<file path="config.mk">
export PLATFORM = sky130hd
export DESIGN_NAME = dma_done_actions
export DESIGN_NICKNAME = d
export VERILOG_FILES = /design/src/rtl/dma_done_actions.sv
export SDC_FILE = /design/constraint.sdc
export NUM_CORES = 2
export LEC_CHECK = 0
export BUFFER_PORTS_ARGS = -buffer_cell sky130_fd_sc_hd__clkbuf_2
export CORE_ASPECT_RATIO = 1.1
export CORE_UTILIZATION = 35
export CTS_CLUSTER_SIZE = 30
export DETAILED_ROUTE_END_ITERATION = 8
export SLEW_MARGIN = 10
export SYNTH_ARGS = -nofsm -noshare
export SYNTH_HDL_FRONTEND = slang
export SYNTH_SLANG_ARGS = --single-unit
export TNS_END_PERCENT = 10
</file>
<file path="constraint.sdc">
create_clock -name clk -period 6 [get_ports clk]
set_input_delay 1.5 -clock clk [delete_from_list [all_inputs] [get_ports clk]]
set_output_delay 1.5 -clock clk [all_outputs]
set_load 0.1 [all_outputs]
</file>
<file path="src/rtl/dma_done_actions.sv">
module dma_done_actions #(
  parameter int PTR_W  = 40,
  parameter int CNT_W  = 32,
  parameter int LEN_W  = 16,
  parameter int CORES  = 63,
  parameter int CORE_W = 16
) (
  input  logic              clk,
  input  logic              rst_n,
  input  logic              done_valid,
  output logic              done_ready,
  input  logic [1:0]        done_type,
  input  logic              done_csel,
  input  logic              done_cadd,
  input  logic              done_fint,
  input  logic              done_wq,
  input  logic [PTR_W-1:0]  done_ptr,
  input  logic [LEN_W-1:0]  done_bytes,
  input  logic              cfg_add_one,
  input  logic              cfg_lane_le,
  input  logic              cfg_core_mode,
  input  logic              host_clr_valid,
  input  logic [1:0]        host_clr_mask,
  output logic [CNT_W-1:0]  cnt0_o,
  output logic [CNT_W-1:0]  cnt1_o,
  output logic [1:0]        fint_o,
  input  logic [5:0]        core_sel,
  output logic [CORE_W-1:0] core_cnt_o,
  output logic              wq_valid,
  input  logic              wq_ready,
  output logic [PTR_W-1:0]  wq_ptr,
  output logic              zw_valid,
  input  logic              zw_ready,
  output logic [PTR_W-1:0]  zw_addr,
  output logic [7:0]        zw_strb
);

  typedef enum logic [1:0] {S_IDLE, S_ARM, S_WQ, S_ZW} state_t;

  state_t             state_q;
  state_t             kind_q;
  logic [PTR_W-1:0]   ptr_q;
  logic               le_q;
  logic [CNT_W-1:0]   cnt_q [2];
  logic [1:0]         fint_q;
  logic [CORE_W-1:0]  core_q [CORES];

  wire take      = done_valid && done_ready;
  wire counts_ok = (done_type == 2'd0) || (done_type == 2'd3);
  wire ptr_nz    = |done_ptr;
  wire ptr_small = ptr_nz && (done_ptr[PTR_W-1:6] == '0);
  wire core_hit  = cfg_core_mode && !done_wq && ptr_small;
  wire [5:0] core_idx = done_ptr[5:0] - 6'd1;
  wire [CNT_W-1:0] add_val = cfg_add_one ? CNT_W'(1) : CNT_W'(done_bytes);

  assign done_ready = (state_q == S_IDLE);
  assign cnt0_o     = cnt_q[0];
  assign cnt1_o     = cnt_q[1];
  assign fint_o     = fint_q;
  assign core_cnt_o = (core_sel < 6'(CORES)) ? core_q[core_sel] : '0;
  assign wq_valid   = (state_q == S_WQ);
  assign wq_ptr     = ptr_q;
  assign zw_valid   = (state_q == S_ZW);
  assign zw_addr    = {ptr_q[PTR_W-1:3], 3'b000};
  assign zw_strb    = 8'b1 << (le_q ? ptr_q[2:0] : ~ptr_q[2:0]);

  generate
    for (genvar i = 0; i < 2; i++) begin : g_side
      always_ff @(posedge clk or negedge rst_n) begin
        if (!rst_n) begin
          cnt_q[i]  <= '0;
          fint_q[i] <= 1'b0;
        end else begin
          if (take && counts_ok && done_cadd && (done_csel == 1'(i)))
            cnt_q[i] <= cnt_q[i] + add_val;
          fint_q[i] <= (fint_q[i] && !(host_clr_valid && host_clr_mask[i]))
                       || (take && counts_ok && done_fint && (done_csel == 1'(i)));
        end
      end
    end
    for (genvar j = 0; j < CORES; j++) begin : g_core
      always_ff @(posedge clk or negedge rst_n) begin
        if (!rst_n)
          core_q[j] <= '0;
        else if (take && core_hit && (core_idx == 6'(j)))
          core_q[j] <= core_q[j] + CORE_W'(1);
      end
    end
  endgenerate

  always_ff @(posedge clk or negedge rst_n) begin
    if (!rst_n) begin
      state_q <= S_IDLE;
      kind_q  <= S_IDLE;
      ptr_q   <= '0;
      le_q    <= 1'b0;
    end else begin
      case (state_q)
        S_IDLE: if (take) begin
          state_q <= S_ARM;
          ptr_q   <= done_ptr;
          le_q    <= cfg_lane_le;
          if (ptr_nz && done_wq)        kind_q <= S_WQ;
          else if (ptr_nz && !core_hit) kind_q <= S_ZW;
          else                          kind_q <= S_IDLE;
        end
        S_ARM:   state_q <= kind_q;
        S_WQ:    if (wq_ready) state_q <= S_IDLE;
        default: if (zw_ready) state_q <= S_IDLE;
      endcase
    end
  end

  AST_NO_CNT_INBOUND: assert property (@(posedge clk) disable iff (!rst_n)
    take && !counts_ok |=> $stable(cnt0_o) && $stable(cnt1_o));
  AST_FINT_SET0: assert property (@(posedge clk) disable iff (!rst_n)
    take && counts_ok && done_fint && !done_csel |=> fint_o[0]);
  AST_WQ_ALIGNED: assert property (@(posedge clk) disable iff (!rst_n)
    take && done_wq && ptr_nz |-> done_ptr[2:0] == 3'b000);
  AST_WQ_HOLD: assert property (@(posedge clk) disable iff (!rst_n)
    wq_valid && !wq_ready |=> wq_valid && $stable(wq_ptr));
  AST_ZW_HOLD: assert property (@(posedge clk) disable iff (!rst_n)
    zw_valid && !zw_ready |=> zw_valid && $stable(zw_addr) && $stable(zw_strb));
  AST_STRB_ONEHOT: assert property (@(posedge clk) disable iff (!rst_n)
    zw_valid |-> $onehot(zw_strb));
  AST_NO_REQ_AFTER_TAKE: assert property (@(posedge clk) disable iff (!rst_n)
    take |=> !wq_valid && !zw_valid);
  AST_ONE_REQ: assert property (@(posedge clk) disable iff (!rst_n)
    !(wq_valid && zw_valid));
  AST_BUSY: assert property (@(posedge clk) disable iff (!rst_n)
    (wq_valid || zw_valid) |-> !done_ready);

endmodule

</file>
Word-level counts from Yosys, hierarchy flattened
Cells that the tools add are included.
{ "op_classes": {"bitwise": 3, "n_eq_ne": 68, "mux": 12, "n_reduce_logical": 96, "shift": 1, "n_div": 0, "n_mul": 0, "magnitude_cmp": 2, "addsub": 66} }
{ "ops": {"columns": ["cell", "n"], "rows": [
  ["adder 16 x 1 -> 16 bit, second input constant", 63],
  ["== test 6 bit, second input constant", 31],
  ["binary-select mux 16 bit (select 6 bit)", 1],
  ["== test 6 x 5 -> 1 bit, second input constant", 16],
  ["logical AND 1 bit", 81],
  ["adder 32 x 16 -> 32 bit", 2],
  ["two-way mux 16 bit", 4],
  ["== test 6 x 4 -> 1 bit, second input constant", 8],
  ["OR reduction 40 bit", 1],
  ["logical NOT 34 bit", 1],
  ["== test 6 x 3 -> 1 bit, second input constant", 4],
  ["== test 6 x 2 -> 1 bit, second input constant", 2],
  ["two-way mux 2 bit", 5],
  ["<< shifter 1 x 3 -> 8 bit, first input constant", 1],
  ["greater-or-equal comparator 7 bit, second input constant", 1],
  ["NOT 6 -> 7 bit", 1],
  ["== test 2 bit, second input constant", 3],
  ["== test 6 x 1 -> 1 bit, second input constant", 1],
  ["logical NOT 6 bit", 1],
  ["< comparator 6 bit, second input constant", 1],
  ["one-hot mux 2 bit (3 select lines)", 1],
  ["subtractor 6 x 1 -> 6 bit, second input constant", 1],
  ["logical NOT 1 bit", 4],
  ["logical NOT 2 bit", 2],
  ["other kinds (9)", 12]
]} }
{ "word_totals": {"mem_bits_ro": 0, "word_cells": 319, "output_inout_bits": 173, "n_memories": 0, "inputBits": 79, "ramBits": 0, "latchBits": 0, "regBits": 1119} }

Depth between registers and ports, before layout
{ "logic_depth": {"word_depth": 7, "ltp_mapped": 16} }

Least setup slack after synthesis
OpenSTA, ideal clock, no wires.
{ "synth_timing": {"path_kind": "input -> output", "start": "in core_sel[1]", "end": "out core_cnt_o[4]", "required_time_ns": 4.500, "n_path_buf": 5, "path_stages": 9, "t_arrival_ns": 5.136, "path_slack_ns": -0.636, "cell_sequence": "clkbuf_1 > buf_2 > buf_1 > clkbuf_1 > buf_2 > mux4_2 > mux4_2 > a211oi_1 > a21oi_1"} }
{ "synth_between": {"elab_chain_len": 5, "word_cells_on_any_way": 6, "cone_classes": "1 x order compare; 4 x mux; 1 x bitwise"} }
{ "synth_rtl": {"columns": ["item", "line", "rtl"], "rows": [
  ["from (decl)", "27", "input logic [5:0] core_sel,"],
  ["NOT 6 -> 7 bit (implied by the code)", "60", "assign core_cnt_o = (core_sel < 6'(CORES)) ? core_q[core_sel] : '0;"],
  ["binary-select mux 16 bit (select 6 bit)", "60", null],
  ["two-way mux 16 bit (implied by the code) (2 in series)", "60", null],
  ["two-way mux 16 bit (*)", "60", null],
  ["to (decl)", "28", "output logic [CORE_W-1:0] core_cnt_o,"]
]} }
Every way passes the cells marked *; elsewhere a longest branch is shown, timed or not. The select of a mux whose other input is x is not followed.

Worst setup path after layout
{ "layout_timing": {"start": "in core_sel[0]", "end": "out core_cnt_o[3]"} }
Same word-level chain as after synthesis.

==> flow_summary_export.csv <==
group,metric,value,unit
worst_setup_path,worst_ep_arrival_time,4.27,ns
clocking,post-cts-setup-buffers,0,
timing,fmax,173.2,MHz
power,p_total,21060,uW
clocking,cts_tree,"built",
clocking,hold_buffers,0,
global_routing,track_usage,0.2064,
worst_setup_path,slowest_delay,0.51,ns
worst_setup_path,path_cells,"buf_8 -> buf_12 -> buf_4 -> mux4_2 -> mux4_2 -> mux2i_1 -> a21oi_2 -> buf_12",
global_routing,antenna_found_initial,5,
worst_hold_path,hold_class,"register to register",
yosys,synth_edf_count,0,
yosys,syn_area,58900,sq um
global_routing,grt_max_degree,148,
clocking,cts_root_buf,"clkbuf_16",
yosys,synth_cell_type_count,74,
routing,num_vias,42080,
routing,antenna_left,0,
timing,slew_viol_final,0,
timing,finalCriticalPeriod,5.774,ns
clocking,clockBufferDepth,3,
die,start_util,0.3532,
clocking,cts_sinks,1119,
worst_setup_path,cp_num_buf_inv,4,
clocking,cts-buffers-inserted,121,
yosys,ys_top_cells_by_area,"dfrtp_1 (48%), mux4_2 (12%), xnor2_1 (9.6%), xor2_1 (5.7%), nand2_1 (4.3%)",
yosys,async_flop_share,1.000,
die,io-pin-count,252,
die,fp-row-count,157,
timing,max-slew-margin-rel,0.2859,
routing,firstDrtPassIters,5,
timing,tightestPinTransition,1.069,ns
die,die_h,432.2,um
finish,finish.instance_area,67500,sq um
placed_design,place_area,63320,sq um
die,die_w,393.1,um
run_status,outcome,"finished, final reports clean",
flow_run,cap_violations,0,
worst_setup_path,criticalPathCategory,"input pin to primary output",
routing,wl,174200,um
routing,wl_per_cell,22.34,um
routing,drc,0,
global_routing,grt.overflow.total,0,
yosys,netlist_instances,5210,
placed_design,portBuffers,248,
power,total_leakage_power,0.03088,uW
clocking,cts.clk_slew.worst_paths,0.06,ns
routing,viasPerCell,5.397,
worst_setup_path,worst-path-max-fanout,37,
yosys,synth_top_area_cell,"dfrtp_1",
die,dieArea,169900,sq um
clocking,htreeDepth,3,
global_routing,grt_pass1_wl,264900,um
yosys,ys_warn_count,0,
timing,fin_crit_sh,0.9624,
global_routing,grt_pass1_vias,41050,
power,p_per_area,312.0,nW/um^2
worst_setup_path,worstSetupStartpointType,"input pin",
worst_setup_path,end_kind,"primary output",
timing,rsz0062_at_grt,"false",
yosys,synth.avg_cell_area,11.30,sq um
yosys,synth_top_area_frac,0.4754,
yosys,ys_ff_latch,1119,
placed_design,dp_hpwl,133000,um
clocking,cts-resized-gates,0,
routing,first_iter_violations,4218,
worst_setup_path,cp_top_family,"multiplexers",
placed_design,gp_congestion,0.9304,
finish,fin_nets,5622,
yosys,synth_flop_cell,"dfrtp_1",
worst_setup_path,cp.required,4.50,ns
clocking,clk_latency,0.79,ns
power,peakVddDrop,0.8786,mV
timing,setup_viol,0,
finish,area_growth,14.61,%
die,coreArea,166800,sq um
worst_setup_path,cp_slowest_cell,"mux4_2",
timing,clock_skew,0.04259,ns
yosys,seq_area_frac_synth,0.4754,
finish,drive_gt1_frac,0.1775,
timing,final_hold_viol_count,0,
-- power by group --
part	switching [uW]	internal (uW)
registers	413	7800
clock network	3290	4590
logic	4080	884
total	7790	13300
-- cells by family after synthesis --
family,count (synthesis),share of synthesized area
compound gates,216,0.02354
simple gates,2073,0.1745
xor+xnor,1029,0.1530
other cells,1,0.00006367
fa+ha+maj,80,0.01678
flops,1119,0.4754
buf+inv,295,0.02171
mux,397,0.1349
-- worst paths after layout --
kind,depth (start not counted),slack [ns],start,endpoint
max in group asynchronous,2,3.89,rst_n,cnt0_o[5]$_DFFE_PN0P_
setup / recovery,8,0.23,core_sel[0],core_cnt_o[3]
hold / removal,1,0.47,core_q[719]$_DFFE_PN0P_,core_q[719]$_DFFE_PN0P_
hold reg to reg,1,0.47,core_q[719]$_DFFE_PN0P_,core_q[719]$_DFFE_PN0P_
min in group asynchronous,1,0.78,rst_n,core_q[396]$_DFFE_PN0P_
setup reg to reg,9,2.40,state_q[1]$_DFFE_PN0P_,core_q[636]$_DFFE_PN0P_
-- registers in the layout (all words and copies together) (netlist names) --
register,count
cnt0_o,32
le_q,1
cnt1_o,32
kind_q,2
core_q,1008
wq_ptr,40
fint_o,2
state_q,2
-- cells in the mapped netlist, drive strengths merged (6+ instances only) --
cell type / n
or4: 9
inv: 74
and3: 189
xor2: 382
buf: 86
dfrtp: 1119
o22ai: 16
nand4: 228
or2: 22
nor3: 104
nand2b: 22
nor2: 356
a221oi: 6
xnor2: 647
nor3b: 9
nor2b: 33
a21o: 9
nor4: 44
clkbuf: 135
and4: 35
mux2: 56
o211ai: 11
a211oi: 10
a22oi: 6
o21a: 6
a31oi: 16
a21oi: 44
nand2: 674
nand3: 277
o21ai: 55
and2: 28
mux2i: 29
or3: 22
ha: 75
mux4: 312
-- layout by cell type (no fill, tap or decap), drive strengths merged, types with 22 or more instances in the layout --
| cell type | synthesis | layout |
|---|---|---|
| o21ai | 55 | 55 |
| buf | 86 | 127 |
| a21oi | 44 | 44 |
| and4 | 35 | 35 |
| mux2 | 56 | 56 |
| nor4 | 44 | 44 |
| clkbuf | 135 | 400 |
| or3 | 22 | 22 |
| inv | 74 | 77 |
| mux2i | 29 | 29 |
| ha | 75 | 75 |
| dfrtp | 1119 | 1119 |
| mux4 | 312 | 312 |
| nor3 | 104 | 104 |
| xnor2 | 647 | 647 |
| nand4 | 228 | 228 |
| xor2 | 382 | 382 |
| nor2b | 33 | 33 |
| or2 | 22 | 22 |
| nand2b | 22 | 22 |
| and2 | 28 | 28 |
| nor2 | 356 | 356 |
| and3 | 189 | 189 |
| nand2 | 674 | 674 |
| nand3 | 277 | 277 |
| clkinv | 0 | 29 |
-- worst register-to-register path: stages (launching register included) --
cell      delay, ns
dfrtp_1        0.48
nor3b_4        0.23
o311ai_1       0.13
or4_1          0.88
buf_4          0.33
nor3_2         0.52
nand4_1        0.22
nor2_1         0.41
nand3_1        0.16
xnor2_1        0.14
-- routing by layer --
metal,vias up,GRT usage,share of wire,wire (um)
met5,-,0,0,0
met4,0,0.09964,0.049,8589
met3,346,0.03058,0.058,10070
met2,1326,0.3263,0.47,81910
met1,21520,0.2772,0.42,73650
li1,18890,-,-,-
-- through the flow --
| stage | hold WS [ns] | util | std cells | setup slack, ns | TNS, ns |
|---|---|---|---|---|---|
| final | 0.4677 | 0.4048 | 7798 | 0.2255 | 0 |
| after global routing | 0.4701 | 0.4048 | 7798 | 0.1309 | 0 |
| after CTS | 0.4669 | 0.4047 | 7797 | 0.2341 | 0 |
| after detailed placement | 0.4558 | 0.3797 | 7571 | 0.2441 | 0 |
| after global placement | 0.4542 | 0.3797 | 7571 | 0.2575 | 0 |
| after floorplan | 0.4365 | - | 5212 | -0.01823 | -0.1019 |
-- area by class of cell --
type                            count  area [sq um]
Inverter                           74         277.8
Sequential cell                  1119         28000
Clock buffer                      173          3475
Antenna cell                        1         2.502
Tap cell                         2226          2785
Clock inverter                     53         705.7
Multi-Input combinational cell   3798         29680
Timing Repair Buffer              354          2575
Fill cell                       15790         99270
No activity file was read; power rests on OpenSTA's default activity.
